$ cat src/rtl/cx_pkg.sv
// Shared types of the cubic coefficient extractor.
package cx_pkg;

    // Sequencer states: idle, collecting the ramp, forming terms,
    // forming numerators, scaling one coefficient per cycle.
    typedef enum logic [2:0] {
        ST_IDLE  = 3'd0,
        ST_RAMP  = 3'd1,
        ST_COMB  = 3'd2,
        ST_NUMS  = 3'd3,
        ST_SCALE = 3'd4
    } cx_state_e;

endpackage

$ cat src/rtl/cx_section_accum.sv
// Quarter accumulators with the code counter.
// Counts accepted samples. The top two bits of the count pick which of
// the four running sums takes the sample. Assumes CODE_W >= 3 and that
// the caller raises `accept` only inside an open ramp.
module cx_section_accum #(
    parameter int CODE_W = 14,
    parameter int SAMP_W = 12,
    localparam int SUM_W = SAMP_W + CODE_W - 2
) (
    input  logic                     clk,
    input  logic                     rst_n,
    input  logic                     clear,
    input  logic                     accept,
    input  logic signed [SAMP_W-1:0] samp,
    output logic        [CODE_W-1:0] cnt,
    output logic                     last_code,
    output logic signed [SUM_W-1:0]  sums [4]
);

    logic [1:0] sect;

    assign sect      = cnt[CODE_W-1 -: 2];
    assign last_code = (cnt == {CODE_W{1'b1}});

    // Advance the count by one for every accepted sample.
    always_ff @(posedge clk) begin
        if (!rst_n)      cnt <= '0;
        else if (clear)  cnt <= '0;
        else if (accept) cnt <= cnt + 1'b1;
    end

    for (genvar g = 0; g < 4; g++) begin : g_quarter
        logic signed [SUM_W-1:0] acc_q;

        // Add the sample into this quarter's sum when the count lies in it.
        always_ff @(posedge clk) begin
            if (!rst_n)                           acc_q <= '0;
            else if (clear)                       acc_q <= '0;
            else if (accept && (sect == 2'(g)))   acc_q <= acc_q + SUM_W'(samp);
        end

        assign sums[g] = acc_q;
    end

endmodule

$ cat src/rtl/cx_combine.sv
// Fixed add/subtract networks of the extractor.
// Path one turns the quarter sums into the four combination terms.
// Path two turns registered terms into the coefficient numerators.
// Both paths are purely combinational. Widths leave room for the
// largest weight in each path, so nothing overflows.
module cx_combine #(
    parameter int SUM_W = 24,
    localparam int B_W   = SUM_W + 3,
    localparam int NUM_W = B_W + 6
) (
    input  logic signed [SUM_W-1:0] sums    [4],
    input  logic signed [B_W-1:0]   b_in    [4],
    output logic signed [B_W-1:0]   b_out   [4],
    output logic signed [NUM_W-1:0] num_out [4]
);

    logic signed [B_W-1:0]   s0, s1, s2, s3;
    logic signed [NUM_W-1:0] p0, p1, p2, p3;

    // Widen the quarter sums and form the combination terms.
    always_comb begin
        s0 = B_W'(sums[0]);
        s1 = B_W'(sums[1]);
        s2 = B_W'(sums[2]);
        s3 = B_W'(sums[3]);
        b_out[0] = s0 + s1 + s2 + s3;
        b_out[1] = s3 + s2 - s1 - s0;
        b_out[2] = s3 - s2 - s1 + s0;
        b_out[3] = s3 - ((s2 <<< 1) + s2) + ((s1 <<< 1) + s1) - s0;
    end

    // Widen the terms and form the numerators with shift-and-add weights.
    always_comb begin
        p0 = NUM_W'(b_in[0]);
        p1 = NUM_W'(b_in[1]);
        p2 = NUM_W'(b_in[2]);
        p3 = NUM_W'(b_in[3]);
        num_out[3] = p3 <<< 5;
        num_out[2] = (p2 <<< 2) - (p3 <<< 4);
        num_out[1] = (p1 <<< 1) + p1 - (p2 <<< 3) - (p2 <<< 2)
                   + (p3 <<< 4) + (p3 <<< 2);
        num_out[0] = (p0 <<< 1) + p0 - (p1 <<< 2) - (p1 <<< 1)
                   + (p2 <<< 3) - (p3 <<< 3);
    end

endmodule

$ cat src/rtl/cx_third_div.sv
// Exact signed division by three, truncating toward zero.
// Takes the magnitude, multiplies it by a reciprocal constant and
// restores the sign. With an even shift S >= W+2, the quotient is exact
// for every W-bit magnitude.
module cx_third_div #(
    parameter int W = 16,
    localparam int S = W + (W % 2) + 2
) (
    input  logic signed [W-1:0] x,
    output logic signed [W-1:0] q
);

    localparam longint unsigned RECIP_L = ((64'd1 << S) + 64'd2) / 64'd3;
    localparam logic [S-1:0]    RECIP   = S'(RECIP_L);

    logic [W-1:0]   mag;
    logic [W+S-1:0] prod;
    logic [W-1:0]   quo;

    // Divide the magnitude by the reciprocal multiply, then reapply the sign.
    always_comb begin
        mag  = x[W-1] ? W'(-x) : W'(x);
        prod = {{S{1'b0}}, mag} * {{W{1'b0}}, RECIP};
        quo  = prod[W+S-1:S];
        q    = x[W-1] ? -$signed(quo) : $signed(quo);
    end

endmodule

$ cat src/rtl/cubic_coef_extract.sv
// Sectioned cubic coefficient extractor, top level.
// Collects one ramp of 2^CODE_W INL samples into four quarter sums.
// After the final code it spends one cycle on the combination terms,
// one on the numerators and four on scaling, one coefficient each.
// Then it pulses coeff_valid. Assumes FRAC_W <= CODE_W-2 and CODE_W >= 3.
module cubic_coef_extract
    import cx_pkg::*;
#(
    parameter int CODE_W = 14,
    parameter int SAMP_W = 12,
    parameter int FRAC_W = 8,
    localparam int COEF_W = SAMP_W + CODE_W + 7
) (
    input  logic                     clk,
    input  logic                     rst_n,
    input  logic                     start,
    input  logic                     samp_valid,
    input  logic signed [SAMP_W-1:0] samp_inl,
    output logic                     coeff_valid,
    output logic signed [COEF_W-1:0] coef_b0,
    output logic signed [COEF_W-1:0] coef_b1,
    output logic signed [COEF_W-1:0] coef_b2,
    output logic signed [COEF_W-1:0] coef_b3
);

    localparam int SUM_W = SAMP_W + CODE_W - 2;
    localparam int B_W   = SUM_W + 3;
    localparam int NUM_W = B_W + 6;
    localparam int SH    = CODE_W - 2 - FRAC_W;

    if (FRAC_W > CODE_W - 2) begin : g_bad_frac
        $error("FRAC_W must not exceed CODE_W-2");
    end

    cx_state_e               state_q;
    logic [1:0]              idx_q;
    logic                    valid_q;
    logic                    accept;
    logic                    last_code;
    logic [CODE_W-1:0]       cnt;
    logic signed [SUM_W-1:0] sums     [4];
    logic signed [B_W-1:0]   b_comb   [4];
    logic signed [B_W-1:0]   b_q      [4];
    logic signed [NUM_W-1:0] num_comb [4];
    logic signed [NUM_W-1:0] num_q    [4];
    logic signed [NUM_W-1:0] coef_q   [4];
    logic signed [NUM_W-1:0] num_sel;
    logic signed [NUM_W-1:0] shifted;
    logic signed [NUM_W-1:0] third;
    logic signed [NUM_W-1:0] scaled;

    assign accept = samp_valid && (state_q == ST_RAMP) && !start;

    cx_section_accum #(
        .CODE_W (CODE_W),
        .SAMP_W (SAMP_W)
    ) u_accum (
        .clk       (clk),
        .rst_n     (rst_n),
        .clear     (start),
        .accept    (accept),
        .samp      (samp_inl),
        .cnt       (cnt),
        .last_code (last_code),
        .sums      (sums)
    );

    cx_combine #(
        .SUM_W (SUM_W)
    ) u_comb (
        .sums    (sums),
        .b_in    (b_q),
        .b_out   (b_comb),
        .num_out (num_comb)
    );

    // Pick this cycle's numerator and apply its shift; b0 takes two extra.
    always_comb begin
        num_sel = num_q[idx_q];
        shifted = (idx_q == 2'd0) ? (num_sel >>> (SH + 2)) : (num_sel >>> SH);
        scaled  = (idx_q == 2'd2) ? shifted : third;
    end

    cx_third_div #(
        .W (NUM_W)
    ) u_div (
        .x (shifted),
        .q (third)
    );

    // Step the sequencer; start overrides every state.
    always_ff @(posedge clk) begin
        if (!rst_n) begin
            state_q <= ST_IDLE;
        end else if (start) begin
            state_q <= ST_RAMP;
        end else begin
            case (state_q)
                ST_RAMP:  if (accept && last_code) state_q <= ST_COMB;
                ST_COMB:  state_q <= ST_NUMS;
                ST_NUMS:  state_q <= ST_SCALE;
                ST_SCALE: if (idx_q == 2'd3) state_q <= ST_IDLE;
                default:  state_q <= ST_IDLE;
            endcase
        end
    end

    // Register the combination terms and numerators, and walk the index.
    always_ff @(posedge clk) begin
        if (!rst_n) begin
            idx_q <= '0;
            for (int i = 0; i < 4; i++) begin
                b_q[i]   <= '0;
                num_q[i] <= '0;
            end
        end else if (!start) begin
            if (state_q == ST_COMB) b_q <= b_comb;
            if (state_q == ST_NUMS) begin
                num_q <= num_comb;
                idx_q <= '0;
            end
            if (state_q == ST_SCALE) idx_q <= idx_q + 2'd1;
        end
    end

    // Write each scaled coefficient; pulse valid with the last one.
    always_ff @(posedge clk) begin
        if (!rst_n) begin
            valid_q <= 1'b0;
            for (int i = 0; i < 4; i++) coef_q[i] <= '0;
        end else begin
            valid_q <= 1'b0;
            if (!start && state_q == ST_SCALE) begin
                coef_q[idx_q] <= scaled;
                if (idx_q == 2'd3) valid_q <= 1'b1;
            end
        end
    end

    assign coeff_valid = valid_q;
    assign coef_b0     = coef_q[0];
    assign coef_b1     = coef_q[1];
    assign coef_b2     = coef_q[2];
    assign coef_b3     = coef_q[3];

endmodule

$ cat config.mk
export PLATFORM = sky130hd
export DESIGN_NAME = cubic_coef_extract
export DESIGN_NICKNAME = d
export VERILOG_FILES = /design/src/rtl/cx_pkg.sv /design/src/rtl/cx_section_accum.sv /design/src/rtl/cx_combine.sv /design/src/rtl/cx_third_div.sv /design/src/rtl/cubic_coef_extract.sv
export SDC_FILE = /design/constraint.sdc
export NUM_CORES = 2
export LEC_CHECK = 0
export ABC_AREA = 1
export BUFFER_PORTS_ARGS = -buffer_cell sky130_fd_sc_hd__buf_4
export CAP_MARGIN = 20
export CORE_ASPECT_RATIO = 0.7
export CORE_MARGIN = 3
export CORE_UTILIZATION = 66
export CTS_CLUSTER_DIAMETER = 60
export CTS_CLUSTER_SIZE = 25
export DETAILED_ROUTE_END_ITERATION = 8
export PLACE_DENSITY = 0.91
export SETUP_SLACK_MARGIN = 0.4
export SLEW_MARGIN = 5
export SYNTH_ARGS = -nofsm -noshare
export SYNTH_HDL_FRONTEND = slang
export SYNTH_SLANG_ARGS = --single-unit
export TNS_END_PERCENT = 50
$ cat constraint.sdc
create_clock -name clk -period 13.16 [get_ports clk]
set_clock_uncertainty 0.1 [all_clocks]
set_input_delay 0.658 -clock clk [delete_from_list [all_inputs] [get_ports clk]]
set_output_delay 0.658 -clock clk [all_outputs]
set_load 0.02 [all_outputs]
Word-level counts from Yosys, hierarchy flattened. Memory sizes are Yosys's and may differ from the RTL's. Index checks and enable logic that the tools add are counted.

Word-level logic and storage cells: 111. ROM bits: 0. Register bits after elaboration: 350. Memory bits (writable): 132. Output and inout port bits: 133. Memories: 1. Latch bits: 0.

Memory list: coef_q (depth 4, width 33, rd ports 4, clocked after memory_dff 0, write ports 4, RTL line cubic_coef_extract.sv:46) `logic signed [NUM_W-1:0] coef_q [4];`.

Shifts and indexed selects: 0. $add $sub $neg: 33. Div/mod/pow operators: 0. Equality and inequality tests: 14. Mux-type cells: 21. Bitwise gates (word level): 3. Multipliers: 1. Reductions and logical operators: 20. Order comparisons: 1.

Operators by type and width (count): 2-to-1 mux 33 bit (6); adder 24 x 12 -> 24 bit (4); adder 25 x 24 -> 26 bit (3); multiplier 33 x 34 -> 67 bit, second input constant (1); binary-select mux 33 bit (select 2 bit) (1); adder 28 x 27 -> 29 bit (2); adder 27 x 24 -> 27 bit (2); subtractor 27 x 24 -> 27 bit (2); subtractor 25 x 24 -> 26 bit (2); adder 24 x 24 -> 25 bit (2); adder 33 x 29 -> 33 bit (1); adder 33 x 31 -> 33 bit (1); negator 29 -> 33 bit (1); negator 32 -> 33 bit (1); OR reduction 33 bit (1); subtractor 32 x 30 -> 33 bit (1); adder 31 x 30 -> 32 bit (1); subtractor 29 x 31 -> 32 bit (1); subtractor 31 x 29 -> 32 bit (1); subtractor 29 x 30 -> 31 bit (1); subtractor 30 x 28 -> 31 bit (1); subtractor 29 x 29 -> 30 bit (1); 2-to-1 mux 28 bit (1); adder 27 bit (1); other kinds (27) (54).

Depth between registers and ports, before layout.
Depth after elaboration: 12. Mapped depth: 62. Mapped depth without buffers: 57.

By module. A second synthesis with hierarchy kept.

Cell total of the unflattened synthesis: 9994. Area, all modules: 68284.2 um2.

Modules (own cells, without submodules): cx_combine (instances 1, seq. area each 0.0 um2, cells each 3995, area an instance 25999.9 um2); cx_third_div (instances 1, seq. area each 0.0 um2, cells each 2313, area an instance 16682.2 um2); cubic_coef_extract (instances 1, seq. area each 8568.2 um2, cells each 1725, area an instance 14635.3 um2); cx_section_accum (instances 1, seq. area each 2202.1 um2, cells each 1961, area an instance 10966.8 um2).

Worst setup path after synthesis. Ideal clock, no wire load.

Kind: reg-to-reg. Start point: register idx_q[0]. End point: memory coef_q[0][26] (netlist bit), data pin. Path buffers: 7. Clock period less this slack: 10207 ps. Required time: 12794 ps. Arrival: 9841 ps. Stages on the path, launching flop included: 49. Library setup time: 266 ps. Path slack: 2953 ps. Cells stage by stage: dfxtp_1 buf_6 inv_6 buf_8 buf_6 buf_2 buf_6 ha_1 inv_1 buf_2 buf_1 nand3_1 o21ai_0 nand4_1 nor4_2 nand3_1 nand2_1 xor2_1 (+13 left out) a21oi_1 inv_1 a21oi_1 a21boi_0 o21ai_0 a211oi_1 nand2_1 nand2_1 nand2_1 nor2_1 and2_1 nand2_1 o21ai_1 nand3_1 nand2_1 nand3_1 nand2_1 nor2_1.

RTL lines: from (decl) (RTL line cubic_coef_extract.sv:36) `logic [1:0] idx_q;`; from (signal assigned) (RTL line cubic_coef_extract.sv:122) `if (state_q == ST_SCALE) idx_q <= idx_q + 2'd1;`; to (decl) (RTL line cubic_coef_extract.sv:46).

==> key figures <==
Logic synthesis
  – Netlist Area Pre-Place: just under 60000 µm²
  – YS warnings: 0
  – Post-Synth Adder-Cell Area: between 30% and 40%
  – Top cells by count, synth: inv_1, nand2_1, a21oi_1, ha_1, fa_1
  – Simple-Gate Fraction of Synth Area: 13.1%
  – Ranking of synthesized cells by area: fa_1, ha_1, dfxtp_1, inv_1, edfxtp_1
  – Largest family of logic cells by synthesized area: adder cells
  – Synth Area in XOR/XNOR: under 10%
  – Post-synth EDFFs: 132
  – Most frequent cell after synthesis: inv_1
  – Top_reg_cell synth: dfxtp_1
  – Compound-Gate Fraction of Synth Area: 15.6%
  – Post-synth ARST share: 0%
  – Mux contribution to synthesized area: 0.0168%
  – #FFs+latches synth: 469
  – Unique masters post-synth: 66
  – Syn avg cell area: 7.80 µm²
  – Synth area leader: fa_1
  – Top-area cell type share of the netlist area: 20.3%
  – Post-Synthesis Cells: 7636
  – Seq/Total Area, Yosys: 18.0%

Placed design
  – DP HPWL: about 170 mm
  – Port bufs: roughly 150
  – DP Area: between 60000 and 70000 µm²
  – Pre-CTS setup slack: 1.33 ns
  – Gpl congestion: 1.05

Cells and area
  – Design area: 63700 µm²
  – Filler cells: about 6900
  – Area of the multi-input gates: 41900 µm²
  – Ant diodes: 0
  – Layout Nets: 9128
  – Area Growth Syn to Fin: 6.99%
  – Layout cell share with drive strength beyond 1: 5.14%
  – Register cell area after layout: 10700 µm²

Timing
  – Tmin final: ~12 ns
  – Slew Limit Fails: 0
  – Final Cycle Share: 93.1%
  – RSZ-0062 raised after global routing: no
  – Fmax: 81.6 MHz
  – Setup slack after layout: between 0.9 and 1 ns
  – Setup violations, final: 0
  – Hold Vio Cnt, Final: 0
  – Slew HR: between 20% and 30%
  – Setup TNS: 0 ns
  – Worst-Margin Slew: 1.16 ns

Setup path
  – Worst R2R Setup Slack: 0.91 ns
  – Most used cell, CP: fa_1
  – Crit Path Class: flop to flop
  – Crit path launch type: flop
  – Worst Setup End Kind: flop
  – CP Data Arrival Time: 12.55 ns
  – Crit Reg-Reg Startpoint: idx_q[1]
  – CP required: 13.46 ns
  – Worst-path fanout max: 13
  – FF-to-FF path depth: 41
  – CP max stage delay: 0.89 ns
  – Reg2reg end: coef_q[1][24]
  – Critical path's slowest cell: o21ai_0

Clock tree
  – CTS Buffer Depth: 3
  – Hold buffers post-CTS: 0
  – Post-CTS setup buffer count: 0
  – Root Buffer Master: clkbuf_16
  – Post_cts resized: 0
  – Htree depth: 2
  – Clk slew on worst S/H paths: approximately 0.1 ns
  – Total CTS buffers: 36
  – CTS tree: done
  – Clock Sinks: approximately 470
  – Worst-Skew Late Latency: 0.63 ns

Floorplanning
  – Die area: 93900 µm²
  – Initial core utilization: 67.1%
  – I/O pin count: around 150
  – CORE AREA: 88700 µm²
  – Die width: approximately 360 µm
  – Core Rows: 91
  – Die height: 257 µm

Routing
  – Wire length on met3: 29.7 mm
  – Wl on met1: 87.3 mm
  – Via/cell ratio: 6.08
  – Vias: 54600
  – Post-route ant nets: 0
  – DR top layer: met5
  – Drt pass-1 iters: 8
  – DRT iter0 DRCs: about 7500
  – Detailed-routed wire length on met2: 78.7 mm
  – Wire per inst: 22.3 µm
  – DRC: 0
  – Final wirelength: approximately 200 mm

Worst hold path
  – Hold Path End: u_accum.cnt[0]
  – Hold Crit Start: samp_valid
  – Worst hold path class: input pin to flop
  – Hold Path Depth: 3

Power
  – Logic pwr share: 51.3%
  – Pwr Total: 5.77 mW
  – Part of the power in the clock network: 22.3%
  – Peak supply drop: 0.127 mV
  – Sequential power share: 26.5%
  – Power density cells: 90.6 nW/µm²
  – Leak: 34.5 nW
  – Switching Power: 2.71 mW
  – Sw Ratio: 47.0%
  – Internal power: roughly 3 mW

Global route
  – Initial antenna violation count: 2
  – First-pass GRT wire length: 310 mm
  – Pin count of the biggest net entering global routing: 104
  – Number of global-route vias before repair: 53600
  – GRT Overall Usage: a little over two fifths
  – Global route overflow: 0

Run status
  – Status: finished clean

Job
  – Maxcap violations: 0
[critical path: cells and delay by family, from the launching register on]
kind | cells | cell delay (ns)
buf+inv | 7 | 0.89
fa+ha+maj | 10 | 4.52
flops | 1 | 0.52
xor+xnor | 1 | 0.40
compound gates | 7 | 2.77
simple gates | 16 | 2.77
[metal layers]
layer  vias up  global-route usage (%)
met5         -                       0
met4         2                    8.40
met3       327                    15.2
met2      3434                    58.6
met1     26100                    64.2
li1      24700                       -
[power by group through the flow]
stage	sequential [mW]	clock, mW	combinational [mW]
after detailed placement	1.56	0	2.79
final	1.53	1.29	2.96
after floorplan	1.57	0	1.88
after global routing	1.53	1.33	3.23
after global placement	1.56	0	2.74
after CTS	1.53	1.28	2.83
[area by class of cell]
type	instances	share of cell area, %
clock buffers	42	1.48
repair buffers	250	3.01
flip-flops and latches	469	16.8
inverters	1707	10.1
well taps	1162	2.28
multi-input cells	5328	65.7
clock inverters	24	0.595
[placed cells by master (no fill, tap or decap), drive strengths merged, types with 73 or more instances in the layout]
master,count
a21oi,786
buf,249
dfxtp,337
edfxtp,132
fa,604
ha,716
inv,1715
nand2,933
nand3,233
nor2,579
o21ai,616
o21bai,73
xnor2,149
xor2,257
[worst max-delay path by stage]
stage | startpoint | end | slack (ns) | depth (start not counted)
after global routing | idx_q[0] | coef_q[1][24] | 0.44 | 47
final | idx_q[1] | coef_q[1][24] | 0.91 | 41
after detailed placement | idx_q[1] | coef_q[1][24] | 1.33 | 41
after CTS | idx_q[1] | coef_q[1][24] | 1.30 | 41
after global placement | idx_q[0] | coef_q[1][24] | 1.61 | 41
after floorplan | idx_q[0] | coef_q[0][26] | 2.95 | 48
[registers in the layout, indices dropped and copies added (netlist names)]
name,flops
coef_q,132
b_q,108
u_accum.cnt,14
u_accum.g_quarter.acc_q,96
coeff_valid,1
num_q,113
idx_q,2
state_q,3
[logic make-up (layout without fill, tap and decap cells)]
family	Yosys count	count (layout)
muxes	1	1
other	2	19
adders and majority gates	1320	1320
AOI/OAI and AO/OA	1707	1707
and+or+nand+nor	1875	1875
xor gates and xnor gates	406	406
DFF	469	469
buffers and inverters	1856	2023
[per-stage QoR]
| stage | util, % | hold WS [ns] | std cells |
|---|---|---|---|
| final | 71.8 | 0.258 | 8982 |
| after CTS | 71.8 | 0.246 | 8979 |
| after global placement | 70.3 | 0.357 | 8913 |
| after global routing | 71.8 | 0.255 | 8982 |
| after floorplan | - | 0.329 | 7653 |
| after detailed placement | 70.3 | 0.374 | 8913 |
No activity file was read; power rests on OpenSTA's default activity.
